**src/rtl/pwsr_pkg.sv**
```systemverilog
package pwsr_pkg;

    typedef enum logic [1:0] {
        RSP_OKAY  = 2'b00,
        RSP_ERROR = 2'b01,
        RSP_RETRY = 2'b10,
        RSP_SPLIT = 2'b11
    } resp_t;

    typedef enum logic [1:0] {
        DN_IDLE = 2'b00,
        DN_ARB  = 2'b01,
        DN_XFER = 2'b10
    } dn_state_t;

    typedef enum logic [1:0] {
        SP_IDLE  = 2'b00,
        SP_WAIT  = 2'b01,
        SP_READY = 2'b10
    } sp_state_t;

endpackage

```
**src/rtl/pwsr_req_fifo.sv**
```systemverilog
module pwsr_req_fifo #(
    parameter int W     = 67,
    parameter int DEPTH = 4
) (
    input  logic                             clk,
    input  logic                             rst_n,
    input  logic                             push,
    input  logic [W-1:0]                     din,
    input  logic                             pop,
    output logic [W-1:0]                     dout,
    output logic                             full,
    output logic                             empty,
    output logic [$clog2(DEPTH+1)-1:0]       count
);
    localparam int PTR_W = (DEPTH > 1) ? $clog2(DEPTH) : 1;
    localparam int CNT_W = $clog2(DEPTH + 1);
    localparam logic [PTR_W-1:0] LAST    = PTR_W'(DEPTH - 1);
    localparam logic [CNT_W-1:0] DEPTH_C = CNT_W'(DEPTH);

    logic [W-1:0]     mem [DEPTH];
    logic [PTR_W-1:0] wr_ptr, rd_ptr;
    logic             do_push, do_pop;

    assign full    = (count == DEPTH_C);
    assign empty   = (count == '0);
    assign do_push = push && !full;
    assign do_pop  = pop && !empty;
    assign dout    = mem[rd_ptr];

    always_ff @(posedge clk) begin
        if (do_push) begin
            mem[wr_ptr] <= din;
        end
    end

    always_ff @(posedge clk or negedge rst_n) begin
        if (!rst_n) begin
            wr_ptr <= '0;
            rd_ptr <= '0;
            count  <= '0;
        end else begin
            if (do_push) begin
                wr_ptr <= (wr_ptr == LAST) ? '0 : wr_ptr + PTR_W'(1);
            end
            if (do_pop) begin
                rd_ptr <= (rd_ptr == LAST) ? '0 : rd_ptr + PTR_W'(1);
            end
            unique case ({do_push, do_pop})
                2'b10:   count <= count + CNT_W'(1);
                2'b01:   count <= count - CNT_W'(1);
                default: count <= count;
            endcase
        end
    end
endmodule

```
**src/rtl/pwsr_dn_seq.sv**
```systemverilog
module pwsr_dn_seq
    import pwsr_pkg::*;
(
    input  logic clk,
    input  logic rst_n,
    input  logic q_empty,
    input  logic grant,
    input  logic ready,
    output logic busreq,
    output logic sel,
    output logic done
);
    dn_state_t state, state_nx;

    always_ff @(posedge clk or negedge rst_n) begin
        if (!rst_n) begin
            state <= DN_IDLE;
        end else begin
            state <= state_nx;
        end
    end

    always_comb begin
        state_nx = state;
        unique case (state)
            DN_IDLE: if (!q_empty) state_nx = DN_ARB;
            DN_ARB:  if (grant)    state_nx = DN_XFER;
            DN_XFER: if (ready)    state_nx = DN_IDLE;
            default:               state_nx = DN_IDLE;
        endcase
    end

    always_comb begin
        busreq = 1'b0;
        sel    = 1'b0;
        unique case (state)
            DN_ARB:  busreq = 1'b1;
            DN_XFER: begin
                busreq = 1'b1;
                sel    = 1'b1;
            end
            default: ;
        endcase
        done = sel && ready;
    end
endmodule

```
**src/rtl/pwsr_split_track.sv**
```systemverilog
module pwsr_split_track
    import pwsr_pkg::*;
#(
    parameter int ADDR_W = 32,
    parameter int DATA_W = 32
) (
    input  logic              clk,
    input  logic              rst_n,
    input  logic              start,
    input  logic [ADDR_W-1:0] start_addr,
    input  logic              rd_done,
    input  logic [DATA_W-1:0] rd_data,
    input  logic              rd_err,
    input  logic              consume,
    output sp_state_t         state,
    output logic [ADDR_W-1:0] held_addr,
    output logic [DATA_W-1:0] held_data,
    output logic              held_err,
    output logic              resume
);
    sp_state_t state_nx;

    always_ff @(posedge clk or negedge rst_n) begin
        if (!rst_n) begin
            state <= SP_IDLE;
        end else begin
            state <= state_nx;
        end
    end

    always_comb begin
        state_nx = state;
        unique case (state)
            SP_IDLE:  if (start)   state_nx = SP_WAIT;
            SP_WAIT:  if (rd_done) state_nx = SP_READY;
            SP_READY: if (consume) state_nx = SP_IDLE;
            default:               state_nx = SP_IDLE;
        endcase
    end

    always_ff @(posedge clk or negedge rst_n) begin
        if (!rst_n) begin
            held_addr <= '0;
            held_data <= '0;
            held_err  <= 1'b0;
            resume    <= 1'b0;
        end else begin
            resume <= (state == SP_WAIT) && rd_done;
            if ((state == SP_IDLE) && start) begin
                held_addr <= start_addr;
            end
            if ((state == SP_WAIT) && rd_done) begin
                held_data <= rd_data;
                held_err  <= rd_err;
            end
        end
    end
endmodule

```
**src/rtl/pwsr_bridge.sv**
```systemverilog
module pwsr_bridge
    import pwsr_pkg::*;
#(
    parameter int ADDR_W = 32,
    parameter int DATA_W = 32,
    parameter int DEPTH  = 4
) (
    input  logic              clk,
    input  logic              rst_n,
    input  logic              up_req,
    input  logic              up_write,
    input  logic [ADDR_W-1:0] up_addr,
    input  logic [1:0]        up_size,
    input  logic [DATA_W-1:0] up_wdata,
    output logic              up_ack,
    output logic [1:0]        up_resp,
    output logic [DATA_W-1:0] up_rdata,
    output logic              up_resume,
    output logic              dn_busreq,
    input  logic              dn_grant,
    output logic              dn_sel,
    output logic              dn_write,
    output logic [ADDR_W-1:0] dn_addr,
    output logic [1:0]        dn_size,
    output logic [DATA_W-1:0] dn_wdata,
    input  logic              dn_ready,
    input  logic [DATA_W-1:0] dn_rdata,
    input  logic              dn_err,
    output logic              wr_err_sticky
);
    localparam int ENT_W = 1 + 2 + ADDR_W + DATA_W;
    localparam int CNT_W = $clog2(DEPTH + 1);

    logic [ENT_W-1:0]  q_din, q_head;
    logic              q_push, q_full, q_empty;
    logic [CNT_W-1:0]  fifo_count;
    logic              fifo_full;
    logic              h_write;
    logic [1:0]        h_size;
    logic [ADDR_W-1:0] h_addr;
    logic [DATA_W-1:0] h_data;
    logic              dn_done;
    logic              sp_start, sp_consume, sp_wait;
    sp_state_t         sp_state;
    logic [ADDR_W-1:0] sp_addr;
    logic [DATA_W-1:0] sp_data;
    logic              sp_err;
    resp_t             resp;

    assign q_din = {up_write, up_size, up_addr, up_wdata};
    assign {h_write, h_size, h_addr, h_data} = q_head;
    assign fifo_full = q_full;
    assign sp_wait   = (sp_state == SP_WAIT);

    pwsr_req_fifo #(.W(ENT_W), .DEPTH(DEPTH)) u_fifo (
        .clk   (clk),
        .rst_n (rst_n),
        .push  (q_push),
        .din   (q_din),
        .pop   (dn_done),
        .dout  (q_head),
        .full  (q_full),
        .empty (q_empty),
        .count (fifo_count)
    );

    pwsr_dn_seq u_seq (
        .clk    (clk),
        .rst_n  (rst_n),
        .q_empty(q_empty),
        .grant  (dn_grant),
        .ready  (dn_ready),
        .busreq (dn_busreq),
        .sel    (dn_sel),
        .done   (dn_done)
    );

    pwsr_split_track #(.ADDR_W(ADDR_W), .DATA_W(DATA_W)) u_trk (
        .clk       (clk),
        .rst_n     (rst_n),
        .start     (sp_start),
        .start_addr(up_addr),
        .rd_done   (dn_done && !h_write),
        .rd_data   (dn_rdata),
        .rd_err    (dn_err),
        .consume   (sp_consume),
        .state     (sp_state),
        .held_addr (sp_addr),
        .held_data (sp_data),
        .held_err  (sp_err),
        .resume    (up_resume)
    );

    // downstream drive: head entry, qualified by the select
    assign dn_write = dn_sel && h_write;
    assign dn_addr  = dn_sel ? h_addr : '0;
    assign dn_size  = dn_sel ? h_size : 2'b00;
    assign dn_wdata = (dn_sel && h_write) ? h_data : '0;

    // upstream answer, decided in the request cycle
    always_comb begin
        q_push     = 1'b0;
        sp_start   = 1'b0;
        sp_consume = 1'b0;
        up_ack     = 1'b0;
        resp       = RSP_OKAY;
        up_rdata   = '0;
        if (up_req) begin
            if (up_write) begin
                if (!q_full) begin
                    up_ack = 1'b1;
                    q_push = 1'b1;
                end
            end else begin
                unique case (sp_state)
                    SP_IDLE: begin
                        if (!q_full) begin
                            up_ack   = 1'b1;
                            resp     = RSP_SPLIT;
                            q_push   = 1'b1;
                            sp_start = 1'b1;
                        end
                    end
                    SP_WAIT: begin
                        up_ack = 1'b1;
                        resp   = RSP_RETRY;
                    end
                    SP_READY: begin
                        up_ack = 1'b1;
                        if (up_addr == sp_addr) begin
                            resp       = sp_err ? RSP_ERROR : RSP_OKAY;
                            up_rdata   = sp_data;
                            sp_consume = 1'b1;
                        end else begin
                            resp = RSP_RETRY;
                        end
                    end
                    default: ;
                endcase
            end
        end
        up_resp = resp;
    end

    always_ff @(posedge clk or negedge rst_n) begin
        if (!rst_n) begin
            wr_err_sticky <= 1'b0;
        end else if (dn_done && h_write && dn_err) begin
            wr_err_sticky <= 1'b1;
        end
    end
endmodule

```
**config.mk**
```make
export PLATFORM = sky130hd
export DESIGN_NAME = pwsr_bridge
export DESIGN_NICKNAME = d
export VERILOG_FILES = /design/src/rtl/pwsr_pkg.sv /design/src/rtl/pwsr_req_fifo.sv /design/src/rtl/pwsr_dn_seq.sv /design/src/rtl/pwsr_split_track.sv /design/src/rtl/pwsr_bridge.sv
export SDC_FILE = /design/constraint.sdc
export NUM_CORES = 1
export LEC_CHECK = 0
export ABC_AREA = 1
export BUFFER_PORTS_ARGS = -buffer_cell sky130_fd_sc_hd__buf_2
export CORE_MARGIN = 8
export CORE_UTILIZATION = 57
export CTS_BUF_LIST = sky130_fd_sc_hd__clkbuf_8 sky130_fd_sc_hd__clkbuf_16
export DETAILED_ROUTE_END_ITERATION = 8
export PLACE_DENSITY = 0.78
export SYNTH_ARGS = -nofsm -noshare
export SYNTH_HDL_FRONTEND = slang
export SYNTH_SLANG_ARGS = --single-unit
```
**constraint.sdc**
```tcl
create_clock -name clk -period 5.6 [get_ports clk]
set_input_delay 0.56 -clock clk [delete_from_list [all_inputs] [get_ports clk]]
set_output_delay 0.56 -clock clk [all_outputs]
set_load 0.01 [all_outputs]
```
==> flow_summary.json, run 1 <==
{
  "ios": 211,
  "syn_nets": 1350,
  "drc": 0,
  "die_w_um": 175,
  "htreeDepth": 2,
  "yosys_warnings": 0,
  "fmax_ghz": 0.275,
  "synth-seq-cells": 346,
  "synthDistinctLibCells": 37,
  "nets": 1548,
  "nFillCells": 1846,
  "fin_setup_tns_ps": 0,
  "final_cell_mix": "nor2_1 (310), edfxtp_1 (268), buf_2 (209)",
  "die_h_um": 175,
  "grt_max_degree": 126,
  "numCtsBuffers": 36,
  "clk_latency_ps": 510,
  "via_per_inst": 5.35,
  "async_flop_share": 0.225,
  "drt-wirelength-per-cell_um": 17.8,
  "syn2layout_area_growth_pct": 16.9,
  "crit_arrival_ps": 3070,
  "antenna_found_initial": 2,
  "p_leak_nw": 6.81,
  "cts.path.max_buffers": 3,
  "hold_viol": 0,
  "postCtsHoldBufs": 0,
  "crit_fanout": 104,
  "max_slew_margin": 0.252,
  "setup_viol": 0,
  "grt_pass1_vias": 9927,
  "start_kind": "register",
  "worstReg2RegStart": "u_trk.state[0]$_DFFE_PN0P_",
  "gp_congestion": 0.779,
  "drt_iter0_drc": 795,
  "worstReg2RegEnd": "u_fifo.mem[1][64]$_DFFE_PP_",
  "initial_utilization": 0.578,
  "fin_area_um2": 16900,
  "port_buffers": 210,
  "syn-cell-area_um2": 14500,
  "drv_slew": 0,
  "rsz0062_at_grt": "no",
  "num_vias": 9564,
  "grt_pass1_wl_um": 50900,
  "gr-total-overflow": 0,
  "syn_area_per_cell_um2": 11.8,
  "hold_class": "in2async",
  "skew_ps": 25.2,
  "fp-row-count": 58,
  "hpwl_um": 19300,
  "rrSetupSlack_ps": 2510,
  "cts_resized": 0,
  "drt-total-wl_um": 31800,
  "synth_top_area_cell": "edfxtp_1",
  "period_share": 0.649,
  "synth_top_area_frac": 0.556,
  "final_common_cell": "nor2_1",
  "post_dp_cell_area_um2": 15700,
  "synth-edff-count": 268,
  "drt_first_pass_iters": 5,
  "groute.usage.overall": 0.206,
  "p_per_area_nw_per_um2": 505,
  "cts_setup_buffers": 0,
  "tightest_slew_ps": 1120,
  "register_area_um2": 10000,
  "cts_tree": "yes",
  "design.die.area_um2": 30800,
  "ir_drop_mv": 0.334,
  "ff2ff_path_depth": 7,
  "cts-root-buf": "clkbuf_16",
  "syn-instance-count": 1231,
  "clkSinkCount": 346,
  "critPathKind": "reg2out",
  "min_period_ps": 3630,
  "core_area_um2": 25000,
  "worstPathRequired_ps": 5040,
  "netlist_top_cells_area": "edfxtp_1 (56%), dfrtp_1 (13%), nor2_1 (8.1%), o21ai_0 (5.0%), a21oi_1 (2.5%)",
  "ys_seq_area_frac": 0.691,
  "status": "finished clean",
  "multiInputGateArea_um2": 3870,
  "drive_above_1_share": 0.257,
  "clk_pin_slew_ps": 60,
  "postRouteAntennaNets": 0,
  "synthFlopType": "edfxtp_1",
  "worstSetupEndpointType": "output pin",
  "maxCapViolCount": 0
}
[worst max path at each step]
stage	from	to	slack [ps]
after floorplan	u_trk.state[0]$_DFFE_PN0P_	u_fifo.mem[0][0]$_DFFE_PP_	1010
after global placement	u_trk.state[0]$_DFFE_PN0P_	u_fifo.mem[1][51]$_DFFE_PP_	2540
after detailed placement	u_trk.state[0]$_DFFE_PN0P_	u_fifo.mem[1][51]$_DFFE_PP_	2460
after CTS	u_fifo.rd_ptr[0]$_DFFE_PN0P_	dn_addr[12]	1980
after global routing	u_fifo.rd_ptr[0]$_DFFE_PN0P_	dn_addr[12]	1770
final	u_fifo.rd_ptr[0]$_DFFE_PN0P_	dn_addr[12]	1970
[registers in the layout (all words and copies together), names as in the netlist]
name             cells
u_fifo.mem         268
u_trk.held_addr     32
u_trk.held_data     32
u_fifo.count         3
u_fifo.rd_ptr        2
u_fifo.wr_ptr        2
u_seq.state          2
u_trk.state          2
u_trk.held_err       1
u_trk.resume         1
wr_err_sticky        1
[Yosys cell counts, types with 2 or more instances]
cell	number
mux2_2	26
o21ai_2	31
buf_12	3
clkbuf_1	30
inv_2	4
buf_2	21
nand2_1	78
edfxtp_1	268
o21ai_1	3
buf_1	3
a211oi_1	2
ha_1	13
o21ai_0	145
o21bai_1	2
buf_6	5
nand3_1	3
nor2_2	6
dfrtp_1	78
inv_1	66
nand2_2	18
xnor2_1	27
nor2_1	314
a21oi_1	71
[cells by family (layout without fill, tap and decap cells)]
| group | Yosys count | count (layout) | synth area share |
|---|---|---|---|
| compound gates | 258 | 258 | 0.0997 |
| flops | 346 | 346 | 0.691 |
| simple gates | 424 | 424 | 0.116 |
| other cells | 0 | 1 | 0 |
| xor+xnor | 28 | 28 | 0.0169 |
| mux | 26 | 26 | 0.0202 |
| fa+ha+maj | 14 | 14 | 0.0126 |
| buf+inv | 135 | 361 | 0.0437 |
[report_power, final]
part	switching, mW	internal [mW]	total (mW)
combinational	1.64	0.870	2.51
clock	0.952	1.43	2.38
sequential	0.241	3.41	3.65
[cell type report]
cell class,count,area share
clock buffers,39,0.0570
well taps,330,0.0244
multi-input cells,750,0.229
inverters,72,0.0161
flip-flops and latches,346,0.591
repair buffers,223,0.0680
clock inverters,27,0.0144
diodes,1,0.000148
[per-layer routing]
layer  vias to the layer above  share of wire  global-route usage
met5                         -        0.00072                   0
met4                         4          0.018              0.0572
met3                        48          0.078              0.0447
met2                       369           0.49               0.355
met1                      4560           0.42               0.260
li1                       4583              -                   -
[worst max-delay path, cell delays in order, from the launching register on]
cell	delay, ps
dfrtp_4	670
buf_4	890
nor2_1	140
nor2_1	140
o21ai_0	120
a21oi_1	320
buf_2	200
[per-stage QoR]
| step | worst slack, ps | instances | total power, mW | hold slack (ps) | utilization |
|---|---|---|---|---|---|
| 4_1_cts | 1980 | 1787 | 8.62 | 238 | 0.676 |
| 6_report | 1970 | 1788 | 8.55 | 248 | 0.676 |
| 2_1_floorplan | 1010 | 1231 | 5.49 | 264 | - |
| 3_3_place_gp | 2540 | 1721 | 6.12 | 471 | 0.628 |
| 5_1_grt | 1770 | 1787 | 9.08 | 240 | 0.676 |
| 3_5_place_dp | 2460 | 1721 | 6.22 | 487 | 0.628 |
(Power assumes the default switching activity.)
==> run 2, diff against run 1 <==
- ABC_AREA: 1 -> 0
- CORE_UTILIZATION: 57 -> 51
- PLACE_DENSITY: 0.78 -> 0.73
- clock period: 5.6 -> 3.1 ns (I/O delays scaled with it)
==> flow_summary.json, run 2 <==
{
  "skew_ps": 13.1,
  "start_kind": "register",
  "pwr-share-seq": 0.450,
  "worstReg2RegStart": "u_fifo.count[0]$_DFFE_PN0P_",
  "grt_pass1_vias": 8001,
  "via_per_inst": 5.54,
  "hold_viol": 0,
  "cp_slowest_cell": "dfrtp_1",
  "drt_first_pass_iters": 4,
  "htreeDepth": 2,
  "clock_power_share": 0.277,
  "antenna_cells": 0,
  "clk_pin_slew_ps": 60,
  "syn-instance-count": 744,
  "tightest_slew_ps": 718,
  "intPower_mw": 10.6,
  "synth-seq-cells": 346,
  "hpwl_um": 18800,
  "drt_iter0_drc": 394,
  "grt_max_degree": 71,
  "crit_path_max_incr_delay_ps": 400,
  "status": "finished clean",
  "grt_pass1_wl_um": 45600,
  "rsz0062_at_grt": "no",
  "synth-edff-count": 268,
  "drt-total-wl_um": 29400,
  "p_switching_mw": 4.19,
  "max_slew_margin": 0.521,
  "gr-total-overflow": 0,
  "gp_congestion": 0.763,
  "synth_top_area_cell": "edfxtp_1",
  "cts.path.max_buffers": 3,
  "design.die.area_um2": 33100,
  "synthDistinctLibCells": 42,
  "synthFlopType": "edfxtp_1",
  "crit_arrival_ps": 2640,
  "min_period_ps": 2950,
  "synthTopCellsByCount": "edfxtp_1 (268), dfrtp_1 (78), and2_1 (70)",
  "groute.usage.overall": 0.177,
  "syn_nets": 863,
  "postRouteAntennaNets": 0,
  "drv_slew": 0,
  "initial_utilization": 0.520,
  "fin_setup_tns_ps": 0,
  "cts_tree": "yes",
  "path_cells": "xnor2_1 -> nand4_1 -> nor4_4 -> buf_4 -> and4_1 -> buf_6 -> and2_1 -> buf_2",
  "ys_seq_area_frac": 0.713,
  "num_vias": 7502,
  "maxCapViolCount": 0,
  "hp-start": "dn_rdata[0]",
  "fp-row-count": 60,
  "ios": 211,
  "power_frac_comb": 0.273,
  "syn-cell-area_um2": 14000,
  "dp_cells": 1281,
  "netlist_top_cells_area": "edfxtp_1 (57%), dfrtp_1 (14%), mux4_2 (11%), mux2_2 (5.4%), and2_1 (3.1%)",
  "core_area_um2": 27000,
  "setup_viol": 0,
  "synth_top_area_frac": 0.574,
  "worstPathRequired_ps": 2790,
  "fmax_ghz": 0.339,
  "nets": 1103,
  "critPathKind": "reg2out",
  "crit_fanout": 32,
  "drt-wirelength-per-cell_um": 21.8,
  "die_h_um": 182,
  "period_share": 0.952,
  "async_flop_share": 0.225,
  "worstSetupEndpointType": "output pin",
  "die_w_um": 182,
  "reg.largest.list": "u_fifo.mem: 268 flops, u_trk.held_addr: 32 flops, u_trk.held_data: 32 flops",
  "drc": 0,
  "final_common_cell": "edfxtp_1",
  "clk_latency_ps": 510,
  "fin_cells": 1353,
  "antenna_found_initial": 7,
  "swShare": 0.284,
  "hold_class": "in2reg",
  "yosys_warnings": 0,
  "syn_area_per_cell_um2": 18.8,
  "drive_above_1_share": 0.429,
  "final_cell_mix": "edfxtp_1 (268), buf_2 (209), dfrtp_1 (76)",
  "ir_drop_mv": 0.587,
  "clkSinkCount": 346,
  "syn2layout_area_growth_pct": 19.9,
  "p_per_area_nw_per_um2": 878,
  "yosysMostFrequentCell": "edfxtp_1",
  "startpoint": "u_trk.held_addr[26]$_DFFE_PN0P_",
  "p_leak_nw": 6.62,
  "port_buffers": 210,
  "largest_register": "u_fifo.mem",
  "cts-root-buf": "clkbuf_16",
  "largest_register_ffs": 268,
  "numCtsBuffers": 36
}
## run 2: cell count changes after synthesis, sizes merged, moves of 6 or more
cell,delta
nor2,-315
o21ai,-173
nand2,-88
and2,+70
mux4,+67
a21oi,-66
inv,-57
mux2,+42
and3,+33
buf,-17
clkbuf,-10
nand4,+9
xnor2,+6
## run 2: layer usage
metal	global-route usage	wire, um	vias to the layer above
met1	0.229	12400	3828
met2	0.286	14100	243
li1	-	-	3364
met4	0.0417	503	14
met3	0.0609	2300	53
met5	0	92	-
## run 2: kinds of logic after synthesis
group / synth area share
xor gates and xnor gates: 0.0219
adders and majority gates: 0.0130
muxes: 0.164
AOI/OAI and AO/OA: 0.00955
buffers and inverters: 0.0162
DFF: 0.713
and+or+nand+nor: 0.0626
## run 2: power by group through the flow
stage	sequential (mW)	clock, mW	combinational (mW)
2_1_floorplan	6.58	0	2.91
3_3_place_gp	6.70	0	4.04
3_5_place_dp	6.74	0	4.09
4_1_cts	6.66	4.17	4.11
5_1_grt	6.76	4.35	4.38
6_report	6.64	4.09	4.03
## run 2: through the flow
step | cell area (um2) | total power, mW | hold slack (ps) | setup slack [ps] | utilization
after floorplan | 14000 | 9.48 | 14.4 | 151 | -
after global placement | 15600 | 10.7 | 395 | 458 | 0.579
after detailed placement | 15600 | 10.8 | 399 | 430 | 0.579
after CTS | 16800 | 14.9 | 2.96 | 44.7 | 0.623
after global routing | 16800 | 15.5 | 1.83 | 1.21 | 0.624
final | 16800 | 14.8 | 15.4 | 149 | 0.624
## run 2: worst max-delay path: cells and delay by family (launching register included)
| kind | cells | cell delay [ps] |
|---|---|---|
| XOR/XNOR | 1 | 270 |
| buffers and inverters | 3 | 540 |
| flip-flops | 1 | 400 |
| AND/OR/NAND/NOR | 4 | 890 |
## run 2: area by class of cell
| cell class | instances | area (um2) |
|---|---|---|
| fillers | 1899 | 10100 |
| flip-flops and latches | 346 | 10000 |
| multi-input cells | 348 | 3820 |
| repair buffers | 238 | 1370 |
| clock buffers | 39 | 953 |
| well taps | 341 | 427 |
| clock inverters | 27 | 180 |
| inverters | 14 | 52.6 |
## run 2: worst paths after layout
kind                                                        end  slack, ps  cells after the start
max in group asynchronous        u_trk.held_addr[9]$_DFFE_PN0P_       1990                      3
worst max register to register      u_fifo.count[2]$_DFFE_PN0P_        700                      9
worst min register to register        wr_err_sticky$_DFFE_PN0P_        480                      1
worst min-delay path             u_trk.held_data[0]$_DFFE_PN0P_         20                      2
min in group asynchronous       u_trk.held_data[18]$_DFFE_PN0P_        390                      2
worst max-delay path                               up_rdata[10]        150                      8
## run 2: what timing repair did
action,CTS,global route
setup buffers,0,0
endpoints found under the hold margin,60,1
setup endpoints to repair,32,32
pin swaps,0,1
gates resized for setup,1,2
hold buffers,5,1
==> run 3, diff against run 2 <==
- PLACE_DENSITY: 0.73 -> not set
- PLACE_DENSITY_LB_ADDON: not set -> 0.25
==> flow_summary.json, run 3 (synthesized netlist as in run 2, its figures left out) <==
{
  "status": "finished clean",
  "multiInputGateArea_um2": 3810,
  "crit_arrival_ps": 2510,
  "port_buffers": 210,
  "gr-total-overflow": 0,
  "dp_cells": 1281,
  "worstPathRequired_ps": 2790,
  "timing.hold.ws_ps": 24.4,
  "rrSetupSlack_ps": 710,
  "cp_slowest_cell": "dfrtp_1",
  "worstReg2RegStart": "u_fifo.count[0]$_DFFE_PN0P_",
  "reg.largest.list": "u_fifo.mem: 268 flops, u_trk.held_addr: 32 flops, u_trk.held_data: 32 flops",
  "nFillCells": 1955,
  "crit_path_max_incr_delay_ps": 390,
  "numCtsBuffers": 36,
  "cts_setup_buffers": 0,
  "tightest_slew_ps": 792,
  "grt_pass1_wl_um": 45800,
  "grt_pass1_vias": 7937,
  "antenna_found_initial": 4,
  "hpwl_um": 18800,
  "drt-wirelength-per-cell_um": 21.5,
  "clk_latency_ps": 510,
  "start_kind": "register",
  "design.die.area_um2": 33100,
  "p_leak_nw": 6.62,
  "p_per_area_nw_per_um2": 877,
  "cts.path.max_buffers": 3,
  "worstSetupEndpointType": "output pin",
  "power.total_mw": 14.8,
  "clkSinkCount": 346,
  "die_w_um": 182,
  "ff2ff_path_depth": 9,
  "worstReg2RegEnd": "u_fifo.count[2]$_DFFE_PN0P_",
  "drive_above_1_share": 0.428,
  "gp_congestion": 0.823,
  "fin_setup_tns_ps": 0,
  "path_cells": "xnor2_1 -> nand4_1 -> nor4_2 -> buf_4 -> and4_1 -> buf_6 -> and2_1 -> buf_2",
  "max_slew_margin": 0.472,
  "min_period_ps": 2820,
  "drt_iter0_drc": 363,
  "register_area_um2": 10000,
  "cpLargestDelayFamily": "simple AND/OR/NAND/NOR gates",
  "maxCapViolCount": 0,
  "hold_class": "in2reg",
  "ir_drop_mv": 0.544,
  "final_common_cell": "edfxtp_1",
  "critPathKind": "reg2out",
  "fp-row-count": 60,
  "ios": 211,
  "num_vias": 7350,
  "hp-start": "up_wdata[26]",
  "clk_pin_slew_ps": 60,
  "cts_tree": "yes",
  "hold_viol": 0,
  "crit_fanout": 32,
  "nets": 1103,
  "core_area_um2": 27000,
  "period_share": 0.910,
  "hold_path_end": "u_fifo.mem[1][26]$_DFFE_PP_",
  "largest_register_ffs": 268,
  "postRouteAntennaNets": 0,
  "initial_utilization": 0.520,
  "fin_cells": 1354,
  "grt_max_degree": 71,
  "final_cell_mix": "edfxtp_1 (268), buf_2 (209), dfrtp_1 (76)",
  "drc": 0,
  "via_per_inst": 5.43,
  "rsz0062_at_grt": "no",
  "cts-root-buf": "clkbuf_16",
  "skew_ps": 16.5,
  "fmax_ghz": 0.355,
  "drt-total-wl_um": 29100,
  "groute.usage.overall": 0.176,
  "setup_viol": 0,
  "drt_first_pass_iters": 4,
  "holdPathStages": 1,
  "largest_register": "u_fifo.mem",
  "syn2layout_area_growth_pct": 19.9,
  "drv_slew": 0,
  "die_h_um": 182,
  "htreeDepth": 2,
  "path_buf_inv": 3
}
## run 3: area by class of cell
type / count / share of cell area
Timing Repair Buffer: 238 / 0.0815
Clock inverter: 26 / 0.0101
Inverter: 14 / 0.00313
Sequential cell: 346 / 0.595
Antenna cell: 1 / 0.000149
Multi-Input combinational cell: 348 / 0.226
Clock buffer: 40 / 0.0582
Tap cell: 341 / 0.0254
## run 3: through the flow
step / utilization / setup WS, ps / cell area (um2)
detailed placement: 0.579 / 674 / 15600
floorplan: - / 151 / 14000
global placement: 0.579 / 702 / 15600
CTS: 0.624 / 155 / 16800
finish: 0.624 / 279 / 16800
global route: 0.624 / 54.7 / 16800
## run 3: worst reg2reg max path: stages (launching register included)
cell and delay [ps]:
dfrtp_1 410, or3b_2 510, o211a_1 240, inv_1 100, ha_1 190, inv_1 60
fa_1 380, xor2_1 160, nor2_1 110, xor2_1 150
## run 3: worst max path at each step
stage | start | endpoint | slack (ps) | depth (start not counted)
after floorplan | u_trk.state[0]$_DFFE_PN0P_ | u_fifo.mem[0][0]$_DFFE_PP_ | 150 | 4
after global placement | up_addr[30] | up_rdata[28] | 700 | 9
final | u_trk.held_addr[19]$_DFFE_PN0P_ | up_rdata[17] | 280 | 8
after CTS | u_trk.held_addr[19]$_DFFE_PN0P_ | up_rdata[17] | 150 | 8
after global routing | u_trk.held_addr[19]$_DFFE_PN0P_ | up_rdata[20] | 50 | 8
after detailed placement | up_addr[19] | up_rdata[23] | 670 | 9
## run 3: per-layer routing
metal  part of all wire  vias to the layer above  global-route usage
li1                   -                     3366                   -
met1               0.43                     3737               0.233
met2               0.48                      202               0.288
met3              0.069                       39              0.0489
met4              0.016                        6              0.0403
met5             0.0013                        -                   0
## run 3: timing repair
action / CTS / global route
endpoints found under the hold margin: 56 / 0
hold buffers: 6 / 0
resized for setup: 0 / 1
endpoints found under the setup margin: 0 / 2
## run 3: power by group
group / internal [mW] / switching (mW)
Clock: 2.43 / 1.67
Sequential: 6.17 / 0.487
Combinational: 2.02 / 1.98
